===== config.mk =====
export PLATFORM = sky130hd
export DESIGN_NAME = tdd_rate_fifo
export DESIGN_NICKNAME = d
export VERILOG_FILES = /design/src/rtl/tdd_rate_fifo.sv
export SDC_FILE = /design/constraint.sdc
export NUM_CORES = 2
export LEC_CHECK = 0
export ABC_AREA = 1
export BUFFER_PORTS_ARGS = -buffer_cell sky130_fd_sc_hd__buf_2
export CORE_AREA = 3 3 523 266
export CTS_BUF_LIST = sky130_fd_sc_hd__clkbuf_8 sky130_fd_sc_hd__clkbuf_16
export DETAILED_ROUTE_END_ITERATION = 6
export DIE_AREA = 0 0 526 269
export PLACE_DENSITY_LB_ADDON = 0.1
export RECOVER_POWER = 50
export SLEW_MARGIN = 20
export SYNTH_ARGS = -nofsm -noshare
export SYNTH_HDL_FRONTEND = slang
export SYNTH_SLANG_ARGS = --single-unit
export TNS_END_PERCENT = 50

===== constraint.sdc =====
create_clock -name clk -period 7 [get_ports clk]
set_clock_uncertainty 0.1 [all_clocks]
set_input_delay 0.7 -clock clk [delete_from_list [all_inputs] [get_ports clk]]
set_output_delay 0.7 -clock clk [all_outputs]
set_load 0.05 [all_outputs]

===== src/rtl/tdd_rate_fifo.sv =====
module tdd_rate_fifo #(
  parameter int DEPTH = 125,
  parameter int TMR_W = 16,
  parameter int DIV_W = 8,
  localparam int LW = $clog2(DEPTH + 1),
  localparam int AW = $clog2(DEPTH)
) (
  input  logic             clk,
  input  logic             rst_n,
  input  logic             clr_flags,
  input  logic [TMR_W-1:0] silent_len,
  input  logic [TMR_W-1:0] active_len,
  input  logic [DIV_W-1:0] nom_div,
  input  logic [LW-1:0]    rx_start_thr,
  input  logic             tx_in_valid,
  input  logic [7:0]       tx_in_data,
  output logic             tx_line_valid,
  output logic [7:0]       tx_line_data,
  input  logic             rx_line_valid,
  input  logic [7:0]       rx_line_data,
  output logic             rx_out_valid,
  output logic [7:0]       rx_out_data,
  output logic             active,
  output logic             nom_stb,
  output logic [LW-1:0]    tx_level,
  output logic [LW-1:0]    rx_level,
  output logic             ovf_flag,
  output logic             udf_flag
);
  localparam logic [AW-1:0] LAST = AW'(DEPTH - 1);
  localparam logic [LW-1:0] FULL = LW'(DEPTH);

  function automatic logic [AW-1:0] bump(input logic [AW-1:0] p);
    return (p == LAST) ? '0 : p + 1'b1;
  endfunction

  // window schedule
  logic [TMR_W-1:0] win_cnt;
  wire  [TMR_W-1:0] win_end = active ? active_len : silent_len;
  always_ff @(posedge clk) begin
    if (!rst_n) begin
      win_cnt <= '0;
      active  <= 1'b0;
    end else if (win_cnt >= win_end - 1'b1) begin
      win_cnt <= '0;
      active  <= ~active;
    end else begin
      win_cnt <= win_cnt + 1'b1;
    end
  end

  // nominal-rate strobe
  logic [DIV_W-1:0] div_cnt;
  assign nom_stb = (div_cnt >= nom_div - 1'b1);
  always_ff @(posedge clk) begin
    if (!rst_n) div_cnt <= '0;
    else        div_cnt <= nom_stb ? '0 : div_cnt + 1'b1;
  end

  // transmit queue
  logic [7:0]    tx_mem [DEPTH];
  logic [AW-1:0] tx_wp, tx_rp;
  wire tx_req  = nom_stb & tx_in_valid;
  wire tx_full = (tx_level == FULL);
  wire tx_push = tx_req & ~tx_full;
  assign tx_line_valid = active & (tx_level != '0);
  assign tx_line_data  = tx_mem[tx_rp];

  always_ff @(posedge clk)
    if (tx_push) tx_mem[tx_wp] <= tx_in_data;

  always_ff @(posedge clk) begin
    if (!rst_n) begin
      tx_wp <= '0; tx_rp <= '0; tx_level <= '0;
    end else begin
      if (tx_push)       tx_wp <= bump(tx_wp);
      if (tx_line_valid) tx_rp <= bump(tx_rp);
      case ({tx_push, tx_line_valid})
        2'b10:   tx_level <= tx_level + 1'b1;
        2'b01:   tx_level <= tx_level - 1'b1;
        default: tx_level <= tx_level;
      endcase
    end
  end

  // receive queue
  logic [7:0]    rx_mem [DEPTH];
  logic [AW-1:0] rx_wp, rx_rp;
  logic          armed;
  wire rx_req  = active & rx_line_valid;
  wire rx_full = (rx_level == FULL);
  wire rx_push = rx_req & ~rx_full;
  wire rx_rd   = nom_stb & armed;
  wire rx_pop  = rx_rd & (rx_level != '0);

  always_ff @(posedge clk)
    if (rx_push) rx_mem[rx_wp] <= rx_line_data;

  always_ff @(posedge clk) begin
    if (!rst_n) begin
      rx_wp <= '0; rx_rp <= '0; rx_level <= '0; armed <= 1'b0;
      rx_out_valid <= 1'b0; rx_out_data <= '0;
    end else begin
      armed        <= armed | (rx_level >= rx_start_thr);
      rx_out_valid <= rx_pop;
      if (rx_pop) begin
        rx_out_data <= rx_mem[rx_rp];
        rx_rp       <= bump(rx_rp);
      end
      if (rx_push) rx_wp <= bump(rx_wp);
      case ({rx_push, rx_pop})
        2'b10:   rx_level <= rx_level + 1'b1;
        2'b01:   rx_level <= rx_level - 1'b1;
        default: rx_level <= rx_level;
      endcase
    end
  end

  // sticky flags
  always_ff @(posedge clk) begin
    if (!rst_n || clr_flags) begin
      ovf_flag <= 1'b0;
      udf_flag <= 1'b0;
    end else begin
      ovf_flag <= ovf_flag | (tx_req & tx_full) | (rx_req & rx_full);
      udf_flag <= udf_flag | (rx_rd & (rx_level == '0));
    end
  end

  p_tx_fall_active_r4: assert property (@(posedge clk) disable iff (!rst_n)
    (tx_level < $past(tx_level)) |-> $past(active));
  p_rx_rise_active_r5: assert property (@(posedge clk) disable iff (!rst_n)
    (rx_level > $past(rx_level)) |-> $past(active));
  p_tx_step_r3: assert property (@(posedge clk) disable iff (!rst_n)
    (tx_level == $past(tx_level)) || (tx_level == $past(tx_level) + 1'b1) ||
    (tx_level + 1'b1 == $past(tx_level)));
  p_no_overfill_r8: assert property (@(posedge clk) disable iff (!rst_n)
    (tx_level <= FULL) && (rx_level <= FULL));
  p_rx_out_after_stb_r7: assert property (@(posedge clk) disable iff (!rst_n)
    rx_out_valid |-> $past(nom_stb));
  p_ovf_sticky_r8: assert property (@(posedge clk) disable iff (!rst_n)
    (ovf_flag && !clr_flags) |=> ovf_flag);
  p_udf_sticky_r9: assert property (@(posedge clk) disable iff (!rst_n)
    (udf_flag && !clr_flags) |=> udf_flag);
  p_clear_r10: assert property (@(posedge clk) disable iff (!rst_n)
    clr_flags |=> (!ovf_flag && !udf_flag));
endmodule


==> flow_metrics.tcl <==
set metrics [dict create \
    status "finished, violations left" \
    violated_checks "capacitance limit, slew limit" \
    clockBufferDepth 4 \
    max-slew-margin-rel_pct -202.8 \
    instances_no_fill 9619 \
    count_of_buffering_cells_on_the_critical_path_with_inverters_included 2 \
    fraction_of_layout_cells_with_a_size_suffix_above_1_pct 5.049 \
    routed-via-count 59381 \
    portbufs 103 \
    clock_sink_count 2086 \
    die_height_um 269 \
    core_um2 134200 \
    final_core_utilization_pct 70.01 \
    syn-mean-instance-area_um2 11.22 \
    max_slew.worst_pin.slew_ns 4.543 \
    netlist-cell-type-count 49 \
    routed_wirelength_um 228000 \
    postCtsSetupBuffers 0 \
    initial_antenna_violation_count 3 \
    power_uw 23440 \
    critPathKind "input port to register" \
    area_growth_syn_to_layout_pct 7.367 \
    io-pin-count 104 \
    synthCells 7798 \
    fin_tns_setup_ns 0 \
    path_delay_family "buffers and inverters" \
    critical_path_peak_fanout 65 \
    cp_data_arrival_time_ns 5.94 \
    synth.area.top_cells "sky130_fd_sc_hd__edfxtp_1 (69%), sky130_fd_sc_hd__nand2_1 (7.2%), sky130_fd_sc_hd__nor2_1 (4.8%), sky130_fd_sc_hd__o21ai_0 (3.8%), sky130_fd_sc_hd__nand3_1 (3.7%)" \
    yosysTopAreaCell "sky130_fd_sc_hd__edfxtp_1" \
    drtPass1Iterations 7 \
    rsz0062_at_grt "false" \
    grt_use_total_pct 31.81 \
    synthesis.yosys.warnings 0 \
    detailed_placer_s_ending_hpwl_um 131600 \
    asyncSetResetFlopFracSynth_pct 0 \
    setup_violations 0 \
    worst_path_max_delay_cell "sky130_fd_sc_hd__clkbuf_1" \
    ir_drop_v 0.0002373 \
    kind_of_launch_point_of_the_worst_setup_path "input port" \
    cp_common_cell "sky130_fd_sc_hd__clkbuf_1" \
    crit_path_max_incr_delay_ns 2.73 \
    leakage_uw 0.03378 \
    end_kind "register" \
    synth.ff_latch_count 2086 \
    report.final.hold_viol_count 0 \
    grt_first_pass_wirelength_um 341700 \
    post_cts.resized_instances 0 \
    n_fill_cell 9485 \
    avgRoutedWirePerCell_um 23.71 \
    worstSkewPairLatency_ns 0.82 \
    synth.net_count 7919 \
    first_global_vias 56615 \
    dominantRegCellSynth "sky130_fd_sc_hd__edfxtp_1" \
    power_density_nw_per_um2 249.5 \
    synthDominantCellAreaShare_pct 68.64 \
    tritoncts_clock_tree "yes" \
    cts_buffers 181 \
    min_period_ns 5.968 \
    final_net_count 7816 \
    finalCritPeriodShare_pct 85.26 \
    routed_via_density 6.173 \
    initial_utilization_pct 65.20 \
    place_congestion 0.9650 \
    grt_max_degree 225 \
    cp_cell_sequence "clkbuf_1 > clkbuf_1" \
    place.detailed.instances 9306 \
    detail_route.iter0.violations 8315 \
    clkSlewWorstSetupHoldPaths_ns 0.07 \
    synth_enable_flop_cells 2000 \
    drt_drc_violations_left 0 \
    max_cap_viol_count 33 \
    overflow 0 \
    timing_max_transition_violations_final 2012 \
    num_rows 95 \
    syn-cell-area_um2 87500 \
    maxClockFrequency_ghz 0.1676 \
    worst-endpoint-required_ns 6.97 \
    timing.hold.worst.class "input port to register" \
    die_area_um2 141500 \
    die-width_um 526 \
    hold_buffers 0 \
    cts_htree_levels 4 \
    clk_root_buffer_cell "sky130_fd_sc_hd__clkbuf_16" \
    detail-route-antenna-nets 0 \
    synth_sequential_area_ratio_pct 70.60 \
]
## through the flow
stage / setup WS, ns / hold WS, ns / instance area (um^2)
2_1_floorplan: 2.456 / 0.3297 / 87500
3_3_place_gp: 1.967 / 0.3389 / 88700
3_5_place_dp: 1.952 / 0.3502 / 88700
4_1_cts: 1.269 / 0.006059 / 94100
5_1_grt: 0.7781 / 0.03346 / 93940
6_report: 1.032 / 0.05193 / 93950
## cells in the final DEF, fill, tap and decap left out, types with 6 or more instances in the layout
cell                         instances
sky130_fd_sc_hd__nor3_1             16
sky130_fd_sc_hd__nor2_1           1128
sky130_fd_sc_hd__o211ai_1           44
sky130_fd_sc_hd__clkinv_2           21
sky130_fd_sc_hd__mux2i_1             7
sky130_fd_sc_hd__bufinv_16           7
sky130_fd_sc_hd__nand4_1            25
sky130_fd_sc_hd__o22ai_1           234
sky130_fd_sc_hd__clkbuf_8            6
sky130_fd_sc_hd__nor3_2              6
sky130_fd_sc_hd__clkinvlp_4          7
sky130_fd_sc_hd__inv_2               8
sky130_fd_sc_hd__and3_1              6
sky130_fd_sc_hd__o21ai_1            50
sky130_fd_sc_hd__xnor2_1             8
sky130_fd_sc_hd__buf_12              7
sky130_fd_sc_hd__o21ai_0           669
sky130_fd_sc_hd__nor3b_1             6
sky130_fd_sc_hd__edfxtp_1         2000
sky130_fd_sc_hd__clkinv_1           40
sky130_fd_sc_hd__nand2_1          1674
sky130_fd_sc_hd__nand3_1           654
sky130_fd_sc_hd__clkbuf_1           56
sky130_fd_sc_hd__nor4_1              6
sky130_fd_sc_hd__buf_4              40
sky130_fd_sc_hd__clkbuf_2            6
sky130_fd_sc_hd__ha_1               52
sky130_fd_sc_hd__or2_2              13
sky130_fd_sc_hd__dfxtp_1            79
sky130_fd_sc_hd__inv_1             491
sky130_fd_sc_hd__xor2_1             40
sky130_fd_sc_hd__a21oi_1           130
sky130_fd_sc_hd__buf_2              60
sky130_fd_sc_hd__clkbuf_16         184
## where the power goes
| part | switching (uW) | internal, uW | total, uW |
|---|---|---|---|
| clock network | 4350 | 5070 | 9420 |
| logic | 288 | 36.9 | 325 |
| registers | 4.75 | 13700 | 13700 |
## cell type report
type	instances	area, um^2	area share (%)
Antenna cell	2	5.005	0.005327
Timing Repair Buffer	171	1003	1.068
Inverter	461	1765	1.879
Multi-Input combinational cell	4794	21730	23.13
Clock buffer	190	4687	4.989
Sequential cell	2086	61800	65.78
Tap cell	1794	2245	2.389
Clock inverter	121	713.2	0.7591
## worst paths after layout
path	start	end	slack (ns)	cells past startpoint
setup / recovery	tx_in_data[3]	tx_mem[101][3]$_DFFE_PP_	1.03	2
hold / removal	clr_flags	ovf_flag$_SDFF_PP0_	0.05	3
setup reg to reg	div_cnt[6]$_SDFF_PP0_	tx_mem[68][5]$_DFFE_PP_	2.40	10
hold reg to reg	udf_flag$_SDFF_PP0_	udf_flag$_SDFF_PP0_	0.36	2
## state kept, by name (all words and copies together), names as in the netlist, 7 cells and up, named ones only
register,count
rx_mem,1000
tx_mem,1000
win_cnt,16
div_cnt,8
rx_out_data,8
rx_level,7
rx_rp,7
rx_wp,7
tx_level,7
tx_rp,7
tx_wp,7
## worst register-to-register path, stage by stage (launching register included)
cell and delay, ns:
sky130_fd_sc_hd__dfxtp_1 0.34, sky130_fd_sc_hd__ha_1 0.29, sky130_fd_sc_hd__inv_1 0.05, sky130_fd_sc_hd__nor3_1 0.29
sky130_fd_sc_hd__nand4_1 0.17, sky130_fd_sc_hd__nand3_1 0.28, sky130_fd_sc_hd__nand3_1 0.40, sky130_fd_sc_hd__inv_1 0.53
sky130_fd_sc_hd__nand4_1 0.69, sky130_fd_sc_hd__buf_4 0.52, sky130_fd_sc_hd__nor2_1 0.60
## routing by layer
metal,vias up,global-route usage [%],share of wire (%)
met5,-,0,0
met4,0,12.23,4.0
met3,528,6.501,10
met2,3448,50.15,46
met1,28622,44.46,39
li1,26783,-,-
## cell usage after synthesis, types with 7 or more instances
cell type,instances
sky130_fd_sc_hd__nor2_1,1129
sky130_fd_sc_hd__mux2i_1,7
sky130_fd_sc_hd__edfxtp_1,2000
sky130_fd_sc_hd__nand4_1,25
sky130_fd_sc_hd__xor2_1,40
sky130_fd_sc_hd__a21oi_1,130
sky130_fd_sc_hd__ha_1,52
sky130_fd_sc_hd__o22ai_1,234
sky130_fd_sc_hd__o21ai_0,669
sky130_fd_sc_hd__buf_4,31
sky130_fd_sc_hd__o211ai_1,44
sky130_fd_sc_hd__buf_1,43
sky130_fd_sc_hd__nand3_1,652
sky130_fd_sc_hd__or2_2,13
sky130_fd_sc_hd__o21ai_1,50
sky130_fd_sc_hd__nor3_1,18
sky130_fd_sc_hd__inv_1,444
sky130_fd_sc_hd__nand2_1,1674
sky130_fd_sc_hd__clkbuf_1,200
sky130_fd_sc_hd__dfxtp_1,86
sky130_fd_sc_hd__inv_2,10
sky130_fd_sc_hd__xnor2_1,8
sky130_fd_sc_hd__buf_6,28
sky130_fd_sc_hd__buf_2,152
## cell families (layout without fill, tap and decap cells)
group / count (synthesis) / after routing / synth area share (%)
simple gates: 3552 / 3552 / 16.54
xor+xnor: 48 / 48 / 0.4805
other cells: 0 / 2 / 0
compound gates: 1134 / 1134 / 6.965
mux: 7 / 7 / 0.08008
flops: 2086 / 2086 / 70.60
fa+ha+maj: 53 / 53 / 0.7664
buf+inv: 918 / 943 / 4.564
Power figures use the tool's default switching activity.
